--- config.mk ---
export PLATFORM = sky130hd
export DESIGN_NAME = pwm_ctl_regs
export DESIGN_NICKNAME = d
export VERILOG_FILES = /design/src/rtl/pwm_ctl_pkg.sv /design/src/rtl/pwm_addr_dec.sv /design/src/rtl/pwm_chan_regs.sv /design/src/rtl/pwm_irq_ctl.sv /design/src/rtl/pwm_ctl_regs.sv
export SDC_FILE = /design/constraint.sdc
export NUM_CORES = 1
export LEC_CHECK = 0
export BUFFER_PORTS_ARGS = -buffer_cell sky130_fd_sc_hd__buf_2
export CAP_MARGIN = 5
export CORE_MARGIN = 3
export CORE_UTILIZATION = 50
export CTS_CLUSTER_DIAMETER = 60
export DETAILED_ROUTE_END_ITERATION = 6
export GPL_TIMING_DRIVEN = 0
export HOLD_SLACK_MARGIN = 0.03
export PLACE_DENSITY = 0.85
export SYNTH_ARGS = -nofsm -noshare
export SYNTH_HDL_FRONTEND = slang
export SYNTH_SLANG_ARGS = --single-unit
--- constraint.sdc ---
create_clock -name clk -period 4.6 [get_ports clk]
set_clock_uncertainty 0.2 [all_clocks]
set_input_delay 0.92 -clock clk [delete_from_list [all_inputs] [get_ports clk]]
set_output_delay 0.92 -clock clk [all_outputs]
set_load 0.02 [all_outputs]
--- src/rtl/pwm_ctl_pkg.sv ---
package pwm_ctl_pkg;

    // global register offsets
    localparam int unsigned OFS_MODE = 'h00;
    localparam int unsigned OFS_ENA  = 'h04;
    localparam int unsigned OFS_DIS  = 'h08;
    localparam int unsigned OFS_SR   = 'h0C;
    localparam int unsigned OFS_IER  = 'h10;
    localparam int unsigned OFS_IDR  = 'h14;
    localparam int unsigned OFS_IMR  = 'h18;
    localparam int unsigned OFS_ISR  = 'h1C;

    // per-channel window
    localparam int unsigned CH_BASE   = 'h200;
    localparam int unsigned CH_SLOT_LG = 5;

    localparam int unsigned COFS_MODE = 'h00;
    localparam int unsigned COFS_DUTY = 'h04;
    localparam int unsigned COFS_PRD  = 'h08;
    localparam int unsigned COFS_CNT  = 'h0C;
    localparam int unsigned COFS_UPD  = 'h10;

    typedef enum logic [3:0] {
        SEL_NONE,
        SEL_MODE,
        SEL_ENA,
        SEL_DIS,
        SEL_SR,
        SEL_IER,
        SEL_IDR,
        SEL_IMR,
        SEL_ISR,
        SEL_CMODE,
        SEL_CDUTY,
        SEL_CPRD,
        SEL_CCNT,
        SEL_CUPD
    } reg_sel_e;

endpackage

--- src/rtl/pwm_addr_dec.sv ---
module pwm_addr_dec
    import pwm_ctl_pkg::*;
#(
    parameter int NCH    = 4,
    parameter int ADDR_W = 10,
    parameter int CH_W   = 2
) (
    input  logic [ADDR_W-1:0] addr,
    output reg_sel_e          sel,
    output logic [CH_W-1:0]   chan
);

    logic [ADDR_W-1:0] rel;
    logic [ADDR_W-1:0] slot;

    always_comb begin
        sel  = SEL_NONE;
        chan = '0;
        rel  = addr - ADDR_W'(CH_BASE);
        slot = rel >> CH_SLOT_LG;
        if (addr[1:0] == 2'b00) begin
            if (addr < ADDR_W'(CH_BASE)) begin
                case (addr)
                    ADDR_W'(OFS_MODE): sel = SEL_MODE;
                    ADDR_W'(OFS_ENA):  sel = SEL_ENA;
                    ADDR_W'(OFS_DIS):  sel = SEL_DIS;
                    ADDR_W'(OFS_SR):   sel = SEL_SR;
                    ADDR_W'(OFS_IER):  sel = SEL_IER;
                    ADDR_W'(OFS_IDR):  sel = SEL_IDR;
                    ADDR_W'(OFS_IMR):  sel = SEL_IMR;
                    ADDR_W'(OFS_ISR):  sel = SEL_ISR;
                    default:           sel = SEL_NONE;
                endcase
            end else if (slot < ADDR_W'(NCH)) begin
                chan = slot[CH_W-1:0];
                case (rel[CH_SLOT_LG-1:0])
                    CH_SLOT_LG'(COFS_MODE): sel = SEL_CMODE;
                    CH_SLOT_LG'(COFS_DUTY): sel = SEL_CDUTY;
                    CH_SLOT_LG'(COFS_PRD):  sel = SEL_CPRD;
                    CH_SLOT_LG'(COFS_CNT):  sel = SEL_CCNT;
                    CH_SLOT_LG'(COFS_UPD):  sel = SEL_CUPD;
                    default:                sel = SEL_NONE;
                endcase
            end
        end
    end

endmodule

--- src/rtl/pwm_chan_regs.sv ---
module pwm_chan_regs
    import pwm_ctl_pkg::*;
#(
    parameter int NCH  = 4,
    parameter int CH_W = 2,
    parameter int CM_W = 11,
    parameter int DW   = 16
) (
    input  logic              clk,
    input  logic              rst_n,
    input  logic              wr_en,
    input  reg_sel_e          sel,
    input  logic [CH_W-1:0]   chan,
    input  logic [DW-1:0]     wdata,
    output logic [NCH*CM_W-1:0] mode_o,
    output logic [NCH*DW-1:0]   duty_o,
    output logic [NCH*DW-1:0]   prd_o
);

    typedef struct packed {
        logic [NCH-1:0][CM_W-1:0] mode;
        logic [NCH-1:0][DW-1:0]   duty;
        logic [NCH-1:0][DW-1:0]   prd;
    } chan_st_t;

    chan_st_t st_d, st_q;

    always_comb begin
        st_d = st_q;
        if (wr_en) begin
            case (sel)
                SEL_CMODE: st_d.mode[chan] = wdata[CM_W-1:0];
                SEL_CDUTY: st_d.duty[chan] = wdata;
                SEL_CPRD:  st_d.prd[chan]  = wdata;
                default:   ;
            endcase
        end
    end

    always_ff @(posedge clk or negedge rst_n) begin
        if (!rst_n) st_q <= '0;
        else        st_q <= st_d;
    end

    for (genvar i = 0; i < NCH; i++) begin : g_out
        assign mode_o[i*CM_W +: CM_W] = st_q.mode[i];
        assign duty_o[i*DW +: DW]     = st_q.duty[i];
        assign prd_o[i*DW +: DW]      = st_q.prd[i];
    end

endmodule

--- src/rtl/pwm_irq_ctl.sv ---
module pwm_irq_ctl
    import pwm_ctl_pkg::*;
#(
    parameter int NCH = 4
) (
    input  logic           clk,
    input  logic           rst_n,
    input  logic           wr_en,
    input  logic           rd_en,
    input  reg_sel_e       sel,
    input  logic [NCH-1:0] wbits,
    input  logic [NCH-1:0] period_end,
    output logic [NCH-1:0] en_o,
    output logic [NCH-1:0] mask_o,
    output logic [NCH-1:0] pend_o,
    output logic           irq_o
);

    typedef struct packed {
        logic [NCH-1:0] en;
        logic [NCH-1:0] mask;
        logic [NCH-1:0] pend;
        logic           irq;
    } irq_st_t;

    irq_st_t st_d, st_q;

    always_comb begin
        st_d = st_q;
        if (wr_en) begin
            case (sel)
                SEL_ENA: st_d.en   = st_q.en | wbits;
                SEL_DIS: st_d.en   = st_q.en & ~wbits;
                SEL_IER: st_d.mask = st_q.mask | wbits;
                SEL_IDR: st_d.mask = st_q.mask & ~wbits;
                default: ;
            endcase
        end
        // clear-on-read first, then the new event sets: no event is lost
        if (rd_en && sel == SEL_ISR) st_d.pend = period_end;
        else                         st_d.pend = st_q.pend | period_end;
        st_d.irq = |(st_d.pend & st_d.mask);
    end

    always_ff @(posedge clk or negedge rst_n) begin
        if (!rst_n) st_q <= '0;
        else        st_q <= st_d;
    end

    assign en_o   = st_q.en;
    assign mask_o = st_q.mask;
    assign pend_o = st_q.pend;
    assign irq_o  = st_q.irq;

endmodule

--- src/rtl/pwm_ctl_regs.sv ---
module pwm_ctl_regs
    import pwm_ctl_pkg::*;
#(
    parameter int NCH    = 4,
    parameter int ADDR_W = 10,
    parameter int CM_W   = 11,
    parameter int DW     = 16
) (
    input  logic                 clk,
    input  logic                 rst_n,
    input  logic [ADDR_W-1:0]    bus_addr,
    input  logic                 bus_wr,
    input  logic                 bus_rd,
    input  logic [31:0]          bus_wdata,
    output logic [31:0]          bus_rdata,
    input  logic [NCH-1:0]       period_end,
    input  logic [NCH*DW-1:0]    chan_count,
    output logic [NCH-1:0]       chan_en,
    output logic [NCH*CM_W-1:0]  chan_mode,
    output logic [NCH*DW-1:0]    chan_duty,
    output logic [NCH*DW-1:0]    chan_period,
    output logic                 irq
);

    localparam int CH_W = (NCH > 1) ? $clog2(NCH) : 1;

    reg_sel_e        sel;
    logic [CH_W-1:0] chan;
    logic [NCH-1:0]  irq_mask;
    logic [NCH-1:0]  irq_pend;

    pwm_addr_dec #(.NCH(NCH), .ADDR_W(ADDR_W), .CH_W(CH_W)) u_dec (
        .addr (bus_addr),
        .sel  (sel),
        .chan (chan)
    );

    pwm_chan_regs #(.NCH(NCH), .CH_W(CH_W), .CM_W(CM_W), .DW(DW)) u_chan (
        .clk    (clk),
        .rst_n  (rst_n),
        .wr_en  (bus_wr),
        .sel    (sel),
        .chan   (chan),
        .wdata  (bus_wdata[DW-1:0]),
        .mode_o (chan_mode),
        .duty_o (chan_duty),
        .prd_o  (chan_period)
    );

    pwm_irq_ctl #(.NCH(NCH)) u_irq (
        .clk        (clk),
        .rst_n      (rst_n),
        .wr_en      (bus_wr),
        .rd_en      (bus_rd),
        .sel        (sel),
        .wbits      (bus_wdata[NCH-1:0]),
        .period_end (period_end),
        .en_o       (chan_en),
        .mask_o     (irq_mask),
        .pend_o     (irq_pend),
        .irq_o      (irq)
    );

    typedef struct packed {
        logic [31:0] gmode;
        logic [31:0] rdata;
    } top_st_t;

    top_st_t     st_d, st_q;
    logic [31:0] rd_val;

    always_comb begin
        rd_val = '0;
        case (sel)
            SEL_MODE:  rd_val = st_q.gmode;
            SEL_SR:    rd_val[NCH-1:0]  = chan_en;
            SEL_IMR:   rd_val[NCH-1:0]  = irq_mask;
            SEL_ISR:   rd_val[NCH-1:0]  = irq_pend;
            SEL_CMODE: rd_val[CM_W-1:0] = chan_mode[int'(chan)*CM_W +: CM_W];
            SEL_CDUTY: rd_val[DW-1:0]   = chan_duty[int'(chan)*DW +: DW];
            SEL_CPRD:  rd_val[DW-1:0]   = chan_period[int'(chan)*DW +: DW];
            SEL_CCNT:  rd_val[DW-1:0]   = chan_count[int'(chan)*DW +: DW];
            default:   rd_val = '0;
        endcase

        st_d       = st_q;
        st_d.rdata = bus_rd ? rd_val : '0;
        if (bus_wr && sel == SEL_MODE) st_d.gmode = bus_wdata;
    end

    always_ff @(posedge clk or negedge rst_n) begin
        if (!rst_n) st_q <= '0;
        else        st_q <= st_d;
    end

    assign bus_rdata = st_q.rdata;

endmodule

=== Yosys cells after proc, flatten, opt, wreduce, memory -nomap -nowiden ===
Memories as Yosys holds them, arrays and structs flattened.
Index checks and enable logic that the tools add are counted.

* Bits in writable memories: 0
* Register bits: 249
* ROM bits: 128
* Memories: 1
* Bits of input ports: 114
* Latch bits: 0
* Output and inout bits: 209

{| class="wikitable"
|+ Memories
! name !! depth !! bits a word !! read ports !! clocked after memory_dff !! wr ports !! RTL line !! source
|-
| (name not given) || 32 || 4 || 1 || 0 || 0 || pwm_addr_dec.sv:23 || <nowiki>case (addr)</nowiki>
|}

* Shifts and indexed selects: 4
* Multiply operators: 1
* Divide/modulo/power cells: 0
* Add/subtract/negate cells: 1
* Equal/unequal tests: 16
* Reduce and logical (&&, ||, !) cells: 12
* Muxes and demuxes: 24
* Bitwise operators: 7
* $lt $le $gt $ge: 4

{| class="wikitable"
|+ Operator list
! cell !! count
|-
| variable part select 64 x 7 -> 16 bit || 3
|-
| bitwise mux 64 bit || 2
|-
| bitwise mux 44 bit || 1
|-
| variable part select 44 x 7 -> 11 bit || 1
|-
| one-hot mux 7 bit (5 select lines) || 1
|-
| demux 16 bit (select 2 bit) || 1
|-
| two-way mux 16 bit || 2
|-
| two-way mux 32 bit || 1
|-
| one-hot mux 4 bit (8 select lines) || 1
|-
| two-way mux 4 bit || 6
|-
| demux 11 bit (select 2 bit) || 1
|-
| == test 4 bit, second input constant || 5
|-
| one-hot mux 4 bit (5 select lines) || 1
|-
| one-hot mux 5 bit (4 select lines) || 1
|-
| == test 4 x 3 -> 1 bit, second input constant || 4
|-
| one-hot mux 4 bit (2 select lines) || 2
|-
| bitwise AND 4 bit || 3
|-
| OR 4 bit || 3
|-
| two-way mux 11 bit || 1
|-
| == test 5 x 4 -> 1 bit, second input constant || 2
|-
| logical NOT 5 bit || 2
|-
| < comparator 10 bit, second input constant || 1
|-
| subtractor 10 bit, second input constant || 1
|-
| == test 4 x 2 -> 1 bit, second input constant || 2
|-
| 14 further kinds || 21
|}

=== Depth between registers and ports, before layout ===
Gate-level depths: netlist (run 1).

* Word-level depth: 11
* Gate-level depth with buffers: 10
* Gate-level depth less buffers: 9

=== Hierarchy ===
From an unflattened synthesis (run 1), not the netlist that was laid out.

* Cells, all modules: 802
* Area, all modules: 12024.0 µm²

{| class="wikitable"
|+ Modules (own cells, without submodules)
! module !! times used !! cells an instance !! sequential area each (µm²) !! area each (µm²)
|-
| pwm_chan_regs || 1 || 393 || 4304.1 || 6580.1
|-
| pwm_ctl_regs || 1 || 334 || 1601.5 || 4703.3
|-
| pwm_irq_ctl || 1 || 55 || 325.3 || 610.6
|-
| pwm_addr_dec || 1 || 20 || 0.0 || 130.1
|}

=== Least setup slack after synthesis (run 1) ===
OpenSTA, ideal clock, no wires.

* Kind: input to register
* Start point: in bus_addr[8]
* End point: reg u_chan.st_q, in the netlist u_chan.duty_o[21]
* Data required time: 4.275 ns
* Stages on the path: 7
* Arrival time: 2.600 ns
* Setup time: 0.125 ns
* Setup slack: 1.675 ns
* Cell sequence: or4_1 buf_6 nor3_4 and3_1 buf_6 buf_12 mux2_4

* Longest elaborated chain between the ends: 10
* Elaborated cells between the ends (all ways): 19
* Those cells by class: add/sub: 1; order compare: 4; eq/ne: 1; mux: 10; reduce/logical: 3

{| class="wikitable"
|+ Ends and longest elaborated chain
! item !! RTL line !! source
|-
| from (decl) || pwm_ctl_regs.sv:11 || <nowiki>input logic [ADDR_W-1:0] bus_addr,</nowiki>
|-
| subtractor 10 bit || pwm_addr_dec.sv:19 || <nowiki>rel = addr - ADDR_W'(CH_BASE);</nowiki>
|-
| < comparator 5 x 3 -> 1 bit || pwm_addr_dec.sv:34 || <nowiki>end else if (slot < ADDR_W'(NCH)) begin</nowiki>
|-
| two-way mux 2 bit || pwm_addr_dec.sv:34 ||
|-
| two-way mux 2 bit || pwm_addr_dec.sv:22 || <nowiki>if (addr < ADDR_W'(CH_BASE)) begin</nowiki>
|-
| two-way mux 2 bit || pwm_addr_dec.sv:21 || <nowiki>if (addr[1:0] == 2'b00) begin</nowiki>
|-
| < comparator 2 x 3 -> 1 bit (not written as such) or >= comparator 2 x 1 -> 1 bit (tied branches) || pwm_chan_regs.sv:33 || <nowiki>SEL_CDUTY: st_d.duty[chan] = wdata;</nowiki>
|-
| logical AND 1 bit (not written as such) || pwm_chan_regs.sv:33 ||
|-
| two-way mux 16 bit (not written as such) || pwm_chan_regs.sv:33 ||
|-
| demux 16 bit (select 2 bit) || - ||
|-
| bitwise mux 64 bit || pwm_chan_regs.sv:33 ||
|-
| to (signal assigned) || pwm_chan_regs.sv:42 || <nowiki>else st_q <= st_d;</nowiki>
|-
| to (decl) || pwm_chan_regs.sv:26 || <nowiki>chan_st_t st_d, st_q;</nowiki>
|}

Parallel ways exist; a longest one is shown, timed or not.
A chain may end at the register's enable or synchronous reset.

=== Worst setup path in the final report (run 1) ===
* Start point: in bus_addr[7]
* End point: reg u_chan.st_q, in the netlist u_chan.prd_o[37]

* Longest elaborated chain between the ends: 10
* Elaborated cells between the ends (all ways): 19
* Those cells by class: add/sub: 1; order compare: 4; eq/ne: 1; mux: 10; reduce/logical: 3

{| class="wikitable"
|+ Ends and longest elaborated chain
! item !! RTL line !! source
|-
| subtractor 10 bit || pwm_addr_dec.sv:19 ||
|-
| < comparator 5 x 3 -> 1 bit || pwm_addr_dec.sv:34 ||
|-
| two-way mux 2 bit || pwm_addr_dec.sv:34 ||
|-
| two-way mux 2 bit || pwm_addr_dec.sv:22 ||
|-
| two-way mux 2 bit || pwm_addr_dec.sv:21 ||
|-
| < comparator 2 x 3 -> 1 bit (not written as such) or >= comparator 2 x 1 -> 1 bit (tied branches) || pwm_chan_regs.sv:34 || <nowiki>SEL_CPRD: st_d.prd[chan] = wdata;</nowiki>
|-
| logical AND 1 bit (not written as such) || pwm_chan_regs.sv:34 ||
|-
| two-way mux 16 bit (not written as such) || pwm_chan_regs.sv:34 ||
|-
| demux 16 bit (select 2 bit) || - ||
|-
| bitwise mux 64 bit || pwm_chan_regs.sv:34 ||
|}

Parallel ways exist; a longest one is shown, timed or not.

==> run summary, run 1 <==
OUTCOME
-----------------------------------------------------------------------------------------------------
Result of the run                                                                           completed

WORST SETUP PATH
-----------------------------------------------------------------------------------------------------
Setup CP Type                                                                            input pin to register
Worst Path Max Fanout                                                                              10
Critical path arrival                                                                         3.67 ns
Type of destination of the critical path                                                     register
Cell breakdown of the critical path                                                      buf_2 -> nor3_1 -> and2_1 -> buf_4 -> nand3_4 -> nor3_4 -> buf_4 -> mux2_1
Worst-path cell with the longest stage delay                                                   nor3_1
Cell type with the highest occurrence count on the critical path                                buf_4
Worst EP required                                                                             4.83 ns
Highest cell delay on the worst timing path                                                   0.68 ns
Critical path launch point type                                                             input pin

CLOCK TREE
-----------------------------------------------------------------------------------------------------
TritonCTS clock tree                                                                              yes
Clock tree root buffer cell                                                                 clkbuf_16
Clock latency on the worst-skew pair                                                          0.55 ns
Clk slew on worst S/H paths                                                                   0.06 ns
TritonCTS buffer count                                                                             28
Number of buffers inserted by post-CTS setup repair                                                 0
Buffer depth of the longest clock path                                                              3
Count of clock tree sinks                                                                         249
CTS-repair resized insts                                                                            0
Number of H-tree levels                                                                             1

YOSYS
-----------------------------------------------------------------------------------------------------
Portion of netlist area occupied by mux cells                                                  23.19%
Synth Area per Inst                                                                       11.53 sq um
Synth top area share                                                                           49.96%
Synth top area cells                                                                     dfrtp_1 (50%), mux2_2 (15%), mux2i_1 (4.2%)
Most frequently used flop master after synthesis                                              dfrtp_1
Async set-reset flop share out of synthesis                                                    100.0%
Xor and xnor area share after synthesis                                                            0%
Warnings, synthesis                                                                                 0
Post-Synth Simple-Gate Area                                                                    10.55%
EDFF count, synth                                                                                   0
Post-synthesis share of cell area spent on full adders, half adders and majority gates             0%
Dominant combinational cell family by area after synthesis                               multiplexers
Gate count after technology mapping                                                              1082
Synth cell count leaders                                                                 dfrtp_1 (249), mux2_2 (161), nand2_1 (64)
Distinct cell type count of the synthesized netlist                                                73
Share of the synthesized area in compound gates (AO/OA/AOI/OAI)                                10.35%
Synthesized netlist net count                                                                    1196
Flip-flop and latch count after synthesis                                                         249
Count leader, synth                                                                           dfrtp_1
Post-synthesis instance area                                                              12470 sq um
Part of the Yosys area used for sequential elements                                            49.96%
Synth area leader                                                                             dfrtp_1

GLOBAL ROUTE
-----------------------------------------------------------------------------------------------------
Maximum number of pins on one net before global-route repair                                      125
Initial antenna violation count                                                                     3
Congestion Overflow GR                                                                              0
Number of global-route vias before repair                                                       10990
First-pass GRT wire length                                                                   69720 um
Tot GR Track Use                                                                               34.90%

TIMING
-----------------------------------------------------------------------------------------------------
Final setup fails                                                                                   0
Fraction of the cycle the final worst path needs                                               74.84%
Setup repair after global routing missed its margin                                                no
Number of pins exceeding their max-slew limit in the final report                                   0
Worst-case headroom to the max-slew limit                                                      19.64%
Setup slack of the critical path after layout                                                1.158 ns
Clock period minus final worst setup slack                                                   3.442 ns
Final-layout setup total negative slack                                                          0 ns
Final hold violation count                                                                          0
Maximum clock frequency                                                                     290.5 MHz
Slew at the pin closest to its max-slew limit                                                1.205 ns
Final Hold Slack                                                                            0.3002 ns

DIE
-----------------------------------------------------------------------------------------------------
Horizontal die dimension                                                                     163.9 um
Effective utilization at floorplan                                                             51.13%
Site row count                                                                                     57
Floorplan Core Area                                                                       24390 sq um
Die area                                                                                  26870 sq um
Die Y-Extent                                                                                 163.9 um
I/O pin count                                                                                     323

ROUTE
-----------------------------------------------------------------------------------------------------
DR DRC count                                                                                        0
Detailed-router iteration count before antenna repair                                               5
Routed vias/inst                                                                                6.149
Detail-routed net length per standard cell                                                   26.96 um
Iteration-0 DRC Markers                                                                          1167
Routed wire length                                                                           47900 um
Post-route ant nets                                                                                 0
Routed via count                                                                                10930

LAYOUT
-----------------------------------------------------------------------------------------------------
Share of post-route cells with drive strength above 1                                          44.28%
Area grow syn2layout                                                                           24.33%
Number of standard cells in the layout, taps in and fillers out                                  1777
Core utilization of the finished layout                                                        63.57%
Net count, final                                                                                 1546

POWER
-----------------------------------------------------------------------------------------------------
Power density over the cells                                                             322.4 nW/um^2
Leak Pwr                                                                                     8.211 nW
Worst voltage drop across the vdd grid                                                    0.0003150 V

PLACE
-----------------------------------------------------------------------------------------------------
Number of I/O port buffers                                                                        317
Final HPWL from detailed placement                                                           34570 um
Routability Congestion                                                                         0.9826
Worst setup slack before clock tree synthesis                                               0.7865 ns
Placed cell count                                                                                1725

FLOW RUN
-----------------------------------------------------------------------------------------------------
Max_cap viols                                                                                       0

MIN PATH
-----------------------------------------------------------------------------------------------------
Path type of the worst min-delay path                                                    register to register

## power breakdown
part	total [W]	internal (W)	switching (W)
Clock	0.00236	0.00142	0.000939
Combinational	0.000406	0.000126	0.000281
Sequential	0.00224	0.00221	0.0000211
## kinds of logic (layout without fill, tap and decap cells)
group / after synthesis / count (layout)
multiplexers: 256 / 256
flip-flops: 249 / 249
AND/OR/NAND/NOR: 243 / 243
AO/OA/AOI/OAI: 199 / 199
buffers and inverters: 135 / 505
other: 0 / 1
## metal layers
layer  up-vias  wire, um  track usage, %  part of all wire [%]
met5         -        21               0                 0.044
met4         4      2140           13.61                   4.5
met3       148      5285           8.726                    11
met2       731     22370           56.55                    47
met1      5442     18090           45.30                    38
li1       4602         -               -                     -
## critical path: cells and delay by family
kind,cells,cell delay (ns)
buffers and inverters,3,0.65
multiplexers,1,0.35
AND/OR/NAND/NOR,4,1.72
## through the flow
stage / area [sq um] / power, W
final: 15510 / 0.004999
after floorplan: 12470 / 0.002447
after global placement: 14460 / 0.002658
after global routing: 15510 / 0.005120
after detailed placement: 14530 / 0.002670
after CTS: 15500 / 0.004986
## registers in the layout, summed over array words and instances (netlist names), named ones only
name / count
u_chan.mode_o: 44
bus_rdata: 32
u_irq.mask_o: 4
u_irq.pend_o: 4
u_irq.irq_o: 1
u_chan.duty_o: 64
st_q: 32
u_chan.prd_o: 64
## worst paths after layout
check                                       start                end  slack (ns)  cells past startpoint
worst min register to register           st_q[58]           st_q[58]        0.30                      1
worst max-delay path                  bus_addr[7]   u_chan.prd_o[37]        1.16                      8
worst max register to register  u_chan.duty_o[17]       bus_rdata[1]        2.74                      5
min in group asynchronous                   rst_n  u_chan.duty_o[11]        0.56                      2
worst min-delay path                     st_q[58]           st_q[58]        0.30                      1
max in group asynchronous                   rst_n  u_chan.mode_o[22]        2.78                      3
## final cells by class
type,count,area (sq um)
Timing Repair Buffer,320,1662
Clock inverter,10,137.6
Antenna cell,1,2.502
Sequential cell,249,6231
Multi-Input combinational cell,698,5500
Buffer,115,665.6
Tap cell,324,405.4
Inverter,20,75.07
Clock buffer,40,827.0
Fill cell,1982,8885
## placed cells by master, fill, tap and decap left out, types with 7 or more instances in the layout
master / synthesis / layout
mux2_2: 161 / 161
nor4_1: 9 / 9
o21ai_0: 46 / 46
clkbuf_16: 0 / 29
mux2_4: 20 / 20
nand3_1: 11 / 11
o22ai_1: 7 / 7
mux2i_1: 52 / 52
mux2_1: 23 / 23
nor2_1: 60 / 60
nor3_1: 20 / 20
a22oi_1: 7 / 7
o221ai_1: 14 / 14
nand2_1: 64 / 64
inv_1: 18 / 18
nor2b_1: 11 / 11
a21oi_1: 49 / 49
a211oi_1: 10 / 10
buf_2: 27 / 343
buf_4: 39 / 39
and3_1: 22 / 22
a31oi_1: 18 / 18
dfrtp_1: 249 / 249
clkbuf_1: 39 / 44
## timing repair
item                                    CTS  global route
hold buffers                              1             0
endpoints found under the hold margin     7             0
endpoints found under the setup margin    0             0
(Power assumes the default switching activity.)
==> inputs of run 2 (changes only) <==
--- a/config.mk
+++ b/config.mk
@@ -5,6 +5,7 @@
 export SDC_FILE = /design/constraint.sdc
 export NUM_CORES = 1
 export LEC_CHECK = 0
+export ABC_AREA = 1
 export BUFFER_PORTS_ARGS = -buffer_cell sky130_fd_sc_hd__buf_2
 export CAP_MARGIN = 5
 export CORE_MARGIN = 3
@@ -13,7 +14,7 @@
 export DETAILED_ROUTE_END_ITERATION = 6
 export GPL_TIMING_DRIVEN = 0
 export HOLD_SLACK_MARGIN = 0.03
-export PLACE_DENSITY = 0.85
+export PLACE_DENSITY = 0.86
 export SYNTH_ARGS = -nofsm -noshare
 export SYNTH_HDL_FRONTEND = slang
 export SYNTH_SLANG_ARGS = --single-unit
==> constraint.sdc (replaced) <==
create_clock -name clk -period 3.4 [get_ports clk]
set_clock_uncertainty 0.2 [all_clocks]
set_input_delay 0.68 -clock clk [delete_from_list [all_inputs] [get_ports clk]]
set_output_delay 0.68 -clock clk [all_outputs]
set_load 0.02 [all_outputs]
==> run 2 against run 1 <==
Against the previous run: clock power up 20%; worst hold slack worse by 0.10 ns; critical endpoint is now bus_rdata[9]; combinational power up 5.4%; sequential cell count unchanged; first-iteration DRC count up 23%; non-clock buffer count down 1.
==> run summary, run 2 <==
YOSYS
--------------------------------------------------------------------------------
Distinct cell type count of the synthesized netlist                           30   was 73
Count leader, synth                                                      nand2_1   was dfrtp_1
Async set-reset flop share out of synthesis                               100.0%   unchanged
Flip-flop and latch count after synthesis                                    249   unchanged
Post-synthesis instance area                                         11810 sq um   was 12470 sq um
Gate count after technology mapping                                         1470   was 1082
Synth cell count leaders                                            nand2_1 (572), dfrtp_1 (249), o21ai_0 (101)   was dfrtp_1 (249), mux2_2 (161), nand2_1 (64)
Synth top area cells                                                dfrtp_1 (53%), nand2_1 (18%), o21ai_0 (4.3%)   was dfrtp_1 (50%), mux2_2 (15%), mux2i_1 (4.2%)
Part of the Yosys area used for sequential elements                       52.78%   was 49.96%
Synthesized netlist net count                                               1584   was 1196
EDFF count, synth                                                              0   unchanged
Synth area leader                                                        dfrtp_1   unchanged
Warnings, synthesis                                                            0   unchanged
Most frequently used flop master after synthesis                         dfrtp_1   unchanged
Synth Area per Inst                                                  8.031 sq um   was 11.53 sq um
Synth top area share                                                      52.78%   was 49.96%

POWER
--------------------------------------------------------------------------------
Power density over the cells                                        430.6 nW/um^2   was 322.4 nW/um^2
Switching component of the power                                      0.001528 W   was 0.001241 W
Worst voltage drop across the vdd grid                               0.0003072 V   was 0.0003150 V
Leak Pwr                                                                8.003 nW   was 8.211 nW
Int Power                                                             0.004814 W   was 0.003758 W
Clock network fraction of total power                                      44.8%   was 47.1%
Switching power as a share of total power                                 24.10%   was 24.83%
Relative contribution of sequential cells to total power                   48.4%   was 44.7%
Share of power burned in combinational logic                                6.7%   was 8.1%
Total Power                                                           0.006342 W   was 0.004999 W

WORST SETUP PATH
--------------------------------------------------------------------------------
Startpoint of the lowest-slack register-to-register path            u_chan.prd_o[58]   was u_chan.duty_o[17]
Worst reg2reg setup slack                                                1.81 ns   was 2.74 ns
Cell breakdown of the critical path                                 buf_2 -> nor2_4 -> nand4_1 -> nor2_1 -> clkbuf_1 -> nand2_1 -> nand3_1 -> a21oi_1 -> o21ai_0 -> nor2_1 -> nor2_1   was buf_2 -> nor3_1 -> and2_1 -> buf_4 -> nand3_4 -> nor3_4 -> buf_4 -> mux2_1
Type of destination of the critical path                                register   unchanged
Worst EP required                                                        3.63 ns   was 4.83 ns
Highest cell delay on the worst timing path                              0.68 ns   about the same
Worst R2R End                                                       bus_rdata[10]   was bus_rdata[1]
Critical path launch point type                                        input pin   unchanged
Cell type with the highest occurrence count on the critical path          nor2_1   was buf_4
Critical path arrival                                                    3.45 ns   was 3.67 ns
Worst Path Max Fanout                                                         10   unchanged
Worst-path cell with the longest stage delay                            clkbuf_1   was nor3_1
Setup CP Type                                                       input pin to register   unchanged
Worst-case reg-to-reg path depth                                               6   was 5

DIE
--------------------------------------------------------------------------------
Die area                                                             25490 sq um   was 26870 sq um
Floorplan Core Area                                                  22920 sq um   was 24390 sq um
Horizontal die dimension                                                159.7 um   was 163.9 um
I/O pin count                                                                323   unchanged
Die Y-Extent                                                            159.7 um   was 163.9 um
Site row count                                                                55   was 57
Effective utilization at floorplan                                        51.52%   was 51.13%

MIN PATH
--------------------------------------------------------------------------------
Path type of the worst min-delay path                               input pin to register   was register to register
Hold Path Cell Cnt                                                             3   was 1
Worst hold start                                                    bus_wdata[24]   was st_q[58]
Hold path endpoint                                                      st_q[56]   was st_q[58]

GLOBAL ROUTE
--------------------------------------------------------------------------------
Initial antenna violation count                                                1   was 3
Congestion Overflow GR                                                         0   unchanged
First-pass GRT wire length                                              68900 um   was 69720 um
Tot GR Track Use                                                          35.15%   was 34.90%
Maximum number of pins on one net before global-route repair                  94   was 125
Number of global-route vias before repair                                  11850   was 10990

ROUTE
--------------------------------------------------------------------------------
Detailed-router iteration count before antenna repair                          6   was 5
Routed wire length                                                      46020 um   was 47900 um
Routed vias/inst                                                           5.661   was 6.149
Detail-routed net length per standard cell                              21.38 um   was 26.96 um
DR DRC count                                                                   0   unchanged
Routed via count                                                           12180   was 10930
Post-route ant nets                                                            0   unchanged
Iteration-0 DRC Markers                                                     1440   was 1167

PLACE
--------------------------------------------------------------------------------
Instance area at placement                                           13870 sq um   was 14530 sq um
Placed cell count                                                           2106   was 1725
Number of I/O port buffers                                                   321   was 317
Routability Congestion                                                    0.9347   was 0.9826
Final HPWL from detailed placement                                      33870 um   was 34570 um

CLOCK TREE
--------------------------------------------------------------------------------
Number of H-tree levels                                                        1   unchanged
Clk slew on worst S/H paths                                              0.06 ns   about the same
Count of clock tree sinks                                                    249   unchanged
TritonCTS buffer count                                                        26   was 28
Buffer depth of the longest clock path                                         3   unchanged
TritonCTS clock tree                                                         yes   unchanged
Clock latency on the worst-skew pair                                     0.56 ns   was 0.55 ns
Clock tree root buffer cell                                            clkbuf_16   unchanged

FLOW RUN
--------------------------------------------------------------------------------
Max_cap viols                                                                  0   unchanged

TIMING
--------------------------------------------------------------------------------
Final setup fails                                                              0   unchanged
Setup repair after global routing missed its margin                           no   unchanged
Number of pins exceeding their max-slew limit in the final report              0   unchanged
Worst-case headroom to the max-slew limit                                 40.97%   was 19.64%
Final-layout setup total negative slack                                     0 ns   unchanged
Clock period minus final worst setup slack                              3.214 ns
Maximum clock frequency                                                311.1 MHz
Fraction of the cycle the final worst path needs                          94.53%
Slew at the pin closest to its max-slew limit                          0.8855 ns   was 1.205 ns
Final hold violation count                                                     0   unchanged

LAYOUT
--------------------------------------------------------------------------------
Core utilization of the finished layout                                   64.27%   was 63.57%
Number of standard cells in the layout, taps in and fillers out             2152   was 1777
Area grow syn2layout                                                      24.76%   was 24.33%
Number of filler cells placed in the layout                                 1962   was 1982
Share of post-route cells with drive strength above 1                     26.21%   was 44.28%
Net count, final                                                            1936   was 1546
Final design area excluding fillers                                  14730 sq um   was 15510 sq um
Antenna cell count                                                             0   was 1
Most frequent cells in the layout                                   nand2_1 (572), buf_2 (347), dfrtp_1 (249)   was buf_2 (343), dfrtp_1 (249), mux2_2 (161)
Most common cell after layout, fill and taps aside                       nand2_1   was buf_2

OUTCOME
--------------------------------------------------------------------------------
Result of the run                                                      completed   unchanged

==> run 2: changes by cell type after synthesis, moves of 35 or more <==
cell	previous run	this run
nand2_1	64	572
mux2_2	161	0
o21ai_1	2	92
inv_1	18	74
o21ai_0	46	101
mux2i_1	52	0
nor2_1	60	96
nand3_1	11	46
==> run 2: how the worst max path moves through the flow <==
stage / end / depth (start not counted) / slack (ns) / start
finish: bus_rdata[9] / 11 / 0.19 / bus_addr[1]
global route: bus_rdata[9] / 11 / 0.05 / bus_addr[8]
CTS: bus_rdata[9] / 11 / 0.27 / bus_addr[8]
detailed placement: bus_rdata[9] / 11 / -0.28 / bus_addr[8]
global placement: async pin / 1 / -2.82 / rst_n
floorplan: u_chan.duty_o[22] / 13 / 0.93 / bus_addr[8]
==> run 2: cells by family after synthesis <==
| kind of cell | count (synthesis) | share of synthesized area (%) |
|---|---|---|
| simple gates | 778 | 27.51 |
| buf+inv | 189 | 8.129 |
| compound gates | 254 | 11.57 |
| flops | 249 | 52.78 |
==> run 2: power groups by stage <==
stage / clock network, W / registers, W / logic, W
2_1_floorplan: 0 / 0.00313 / 0.000165
4_1_cts: 0.00284 / 0.00307 / 0.000425
3_5_place_dp: 0 / 0.00312 / 0.000421
6_report: 0.00284 / 0.00307 / 0.000428
3_3_place_gp: 0 / 0.00312 / 0.000402
5_1_grt: 0.00296 / 0.00307 / 0.000472
==> run 2: timing repair <==
| item | in CTS | in global routing |
|---|---|---|
| endpoints found under the hold margin | 77 | 0 |
| buffers inserted | 0 | 0 |
| gates resized for setup | 0 | 0 |
| hold buffers | 1 | 0 |
==> run 2: critical path, delay by kind of cell <==
family	cells	cell delay (ns)
and+or+nand+nor	7	1.64
buffers and inverters	2	0.80
AOI/OAI and AO/OA	2	0.30
==> run 2: cell type report <==
type,instances,area (sq um),share of cell area [%]
Timing Repair Buffer,324,1682,11.42
Tap cell,313,391.6,2.659
Clock inverter,6,70.07,0.4757
Clock buffer,39,779.5,5.293
Inverter,79,299.0,2.030
Multi-Input combinational cell,1032,4614,31.33
Sequential cell,249,6231,42.31
Buffer,110,660.6,4.486
==> run 2: stage by stage <==
step                setup WS (ns)  hold WS (ns)
floorplan                  0.9311        0.1844
global placement           -2.817        0.2663
detailed placement        -0.2756        0.2731
CTS                        0.2741        0.1846
global route              0.05220        0.1999
finish                     0.1860        0.1955
==> run 2: per-layer routing <==
layer	up-vias	part of all wire, %	track usage, %	wire length (um)
met1	5739	37	44.41	16850
met5	-	0.035	0	16
met2	887	45	56.14	20870
met4	2	6.0	17.31	2760
li1	5381	-	-	-
met3	173	12	9.546	5520
==> inputs of run 3 (changes only) <==
--- a/config.mk
+++ b/config.mk
@@ -5,16 +5,15 @@
 export SDC_FILE = /design/constraint.sdc
 export NUM_CORES = 1
 export LEC_CHECK = 0
-export ABC_AREA = 1
 export BUFFER_PORTS_ARGS = -buffer_cell sky130_fd_sc_hd__buf_2
 export CAP_MARGIN = 5
 export CORE_MARGIN = 3
-export CORE_UTILIZATION = 50
+export CORE_UTILIZATION = 54
 export CTS_CLUSTER_DIAMETER = 60
 export DETAILED_ROUTE_END_ITERATION = 6
 export GPL_TIMING_DRIVEN = 0
 export HOLD_SLACK_MARGIN = 0.03
-export PLACE_DENSITY = 0.86
+export PLACE_DENSITY = 0.9
 export SYNTH_ARGS = -nofsm -noshare
 export SYNTH_HDL_FRONTEND = slang
 export SYNTH_SLANG_ARGS = --single-unit
==> run 3 against run 2 <==
Against the previous run: maximum frequency decreased by 2.9%; total power increased by 1.9%; combinational power up 29%; register-to-register slack got worse by 0.49 ns; setup slack lost 0.096 ns; die area shrank 2.1%; clock-buffer cell count rose by 1; final cell count decreased by 20%; critical path depth is 3 lower; clock power is 2% higher; worst hold slack got worse by 0.039 ns; global-route usage is 1.2 points higher; critical endpoint is now bus_rdata[1].
==> run summary, run 3 (synthesis results as in run 1) <==
POWER
------------------------------------------------------------------------------------
Total Power                                                               0.006461 W   was 0.006342 W
Leak Pwr                                                                    8.154 nW   was 8.003 nW
Power density over the cells                                            420.9 nW/um^2   was 430.6 nW/um^2
Worst voltage drop across the vdd grid                                   0.0004359 V   was 0.0003072 V

DIE
------------------------------------------------------------------------------------
Site row count                                                                    54   was 55
Floorplan Core Area                                                      22230 sq um   was 22920 sq um
Die Y-Extent                                                                158.0 um   was 159.7 um
Horizontal die dimension                                                    158.0 um   was 159.7 um
I/O pin count                                                                    323   unchanged
Effective utilization at floorplan                                            56.11%   was 51.52%
Die area                                                                 24960 sq um   was 25490 sq um

CLOCK TREE
------------------------------------------------------------------------------------
Buffer depth of the longest clock path                                             3   unchanged
Number of H-tree levels                                                            1   unchanged
Count of clock tree sinks                                                        249   unchanged
Clock latency on the worst-skew pair                                         0.56 ns   about the same
Clk slew on worst S/H paths                                                  0.06 ns   about the same
TritonCTS buffer count                                                            27   was 26
CTS-repair resized insts                                                           0   unchanged
TritonCTS clock tree                                                             yes   unchanged
Clock tree root buffer cell                                                clkbuf_16   unchanged

WORST SETUP PATH
------------------------------------------------------------------------------------
Type of destination of the critical path                                    register   unchanged
Highest cell delay on the worst timing path                                  0.63 ns   was 0.68 ns
Worst-case reg-to-reg path depth                                                   6   unchanged
Setup CP Type                                                           input pin to register   unchanged
Worst R2R End                                                           bus_rdata[10]   unchanged
Source of the critical timing path                                       bus_addr[6]   was bus_addr[1]
Worst Path Max Fanout                                                             10   unchanged
Critical path arrival                                                        3.49 ns   was 3.45 ns
Startpoint of the lowest-slack register-to-register path                u_chan.duty_o[58]   was u_chan.prd_o[58]
Termination of the worst setup path                                     bus_rdata[1]   was bus_rdata[9]
Cell breakdown of the critical path                                     buf_2 -> buf_4 -> buf_2 -> buf_2 -> clkbuf_1 -> a21oi_1 -> o21ai_0 -> a31oi_1   was buf_2 -> nor2_4 -> nand4_1 -> nor2_1 -> clkbuf_1 -> nand2_1 -> nand3_1 -> a21oi_1 -> o21ai_0 -> nor2_1 -> nor2_1
Critical path launch point type                                            input pin   unchanged
Worst EP required                                                            3.58 ns   was 3.63 ns
Family of cells with the greatest summed delay on the critical path     buffers and inverters   was simple AND/OR/NAND/NOR gates
Cell type with the highest occurrence count on the critical path               buf_2   was nor2_1
Worst reg2reg setup slack                                                    1.32 ns   was 1.81 ns
Worst-path cell with the longest stage delay                                clkbuf_1   unchanged
Number of cells on the critical path                                               8   was 11
Count of buffering cells on the critical path with inverters included              5   was 2

FLOW RUN
------------------------------------------------------------------------------------
Max_cap viols                                                                      0   unchanged

PLACE
------------------------------------------------------------------------------------
Number of I/O port buffers                                                       317   was 321
Placed cell count                                                               1681   was 2106
Routability Congestion                                                        0.9748   was 0.9347
Final HPWL from detailed placement                                          34340 um   was 33870 um

ROUTE
------------------------------------------------------------------------------------
Routed vias/inst                                                               6.423   was 5.661
Iteration-0 DRC Markers                                                         1157   was 1440
Detailed-router iteration count before antenna repair                              6   unchanged
Post-route ant nets                                                                0   unchanged
Routed wire length                                                          47110 um   was 46020 um
DR DRC count                                                                       0   unchanged
Routed via count                                                               11120   was 12180
Detail-routed net length per standard cell                                  27.21 um   was 21.38 um

TIMING
------------------------------------------------------------------------------------
Final setup fails                                                                  0   unchanged
Final hold violation count                                                         0   unchanged
Slew at the pin closest to its max-slew limit                               1.183 ns   was 0.8855 ns
Fraction of the cycle the final worst path needs                              97.35%   was 94.53%
Worst-case headroom to the max-slew limit                                     21.10%   was 40.97%
Maximum clock frequency                                                    302.1 MHz   was 311.1 MHz
Final-layout setup total negative slack                                         0 ns   unchanged
Setup repair after global routing missed its margin                               no   unchanged
Clock period minus final worst setup slack                                  3.310 ns   was 3.214 ns
Number of pins exceeding their max-slew limit in the final report                  0   unchanged

GLOBAL ROUTE
------------------------------------------------------------------------------------
Number of global-route vias before repair                                      10800   was 11850
Initial antenna violation count                                                    1   unchanged
Tot GR Track Use                                                              36.39%   was 35.15%
Congestion Overflow GR                                                             0   unchanged
Maximum number of pins on one net before global-route repair                     119   was 94
First-pass GRT wire length                                                  67370 um   was 68900 um

LAYOUT
------------------------------------------------------------------------------------
Area grow syn2layout                                                          23.08%   was 24.76%
Net count, final                                                                1545   was 1936
Antenna cell count                                                                 0   unchanged
Most common cell after layout, fill and taps aside                             buf_2   was nand2_1
Number of standard cells in the layout, taps in and fillers out                 1731   was 2152
Share of post-route cells with drive strength above 1                         44.04%   was 26.21%
Most frequent cells in the layout                                       buf_2 (343), dfrtp_1 (249), mux2_2 (161)   was nand2_1 (572), buf_2 (347), dfrtp_1 (249)
Number of filler cells placed in the layout                                     1627   was 1962

MIN PATH
------------------------------------------------------------------------------------
Hold Path Cell Cnt                                                                 2   was 3
Path type of the worst min-delay path                                   input pin to register   unchanged

OUTCOME
------------------------------------------------------------------------------------
Result of the run                                                          completed   unchanged

## run 3: cell types whose count changed in the layout (fill, tap and decap cells not counted), sizes merged, moves of 23 or more
cell / previous run / this run
mux2: 0 / 204
nor2: 109 / 63
nand4: 40 / 7
o21ai: 210 / 49
inv: 78 / 19
nor3: 2 / 25
mux2i: 0 / 52
nand2: 578 / 65
nand3: 49 / 13
## run 3: worst reg2reg max path, cell delays in order (launching register included)
cell and delay, ns:
dfrtp_1 0.39, mux2i_1 0.25, a21oi_1 0.11, a21oi_1 0.18, o31ai_1 0.08, a2111oi_0 0.57
a21oi_1 0.15
## run 3: power by group
group	leakage, nW	switching, W	internal (W)
combinational	4.38	0.000380	0.000170
sequential	3.36	0.0000281	0.00300
clock	0.418	0.00123	0.00166
total	8.15	0.00164	0.00482
## run 3: worst min-delay path by stage
stage / from / to / slack [ns]
2_1_floorplan: rst_n / async pin / 0.18
3_3_place_gp: st_q[58] / st_q[58] / 0.28
3_5_place_dp: st_q[55] / st_q[55] / 0.29
4_1_cts: period_end[2] / u_irq.pend_o[2] / 0.15
5_1_grt: bus_wdata[29] / st_q[61] / 0.16
6_report: bus_wdata[25] / st_q[57] / 0.16
## run 3: routing by layer
layer  share of wire (%)  wire, um  up-vias  track usage (%)
met5               0.028        13        -                0
met4                 4.9      2287        2            15.32
met3                  12      5745      175            10.44
met2                  46     21470      881            57.74
met1                  37     17590     5447            47.12
li1                    -         -     4613                -
## run 3: cell type report
type	instances	area (sq um)	area share, %
plain buffers	115	665.6	4.336
flip-flops and latches	249	6231	40.59
repair buffers	320	1662	10.82
clock inverters	9	92.59	0.6031
inverters	20	75.07	0.4890
well taps	280	350.3	2.282
clock buffers	40	774.5	5.045
multi-input cells	698	5500	35.83
## run 3: per-stage QoR
stage	area, sq um	utilization, %	worst slack [ns]	hold WS (ns)
finish	15350	69.06	0.09003	0.1567
global route	15350	69.06	0.1769	0.1636
CTS	15350	69.06	0.3318	0.1502
detailed placement	14470	65.11	-0.2355	0.2877
global placement	14410	64.82	-2.845	0.2789
floorplan	12470	-	0.7146	0.1844
## run 3: timing repair
item                                   CTS  global route
hold buffers                             1             0
endpoints found under the hold margin   20             0
buffers inserted                         0             0
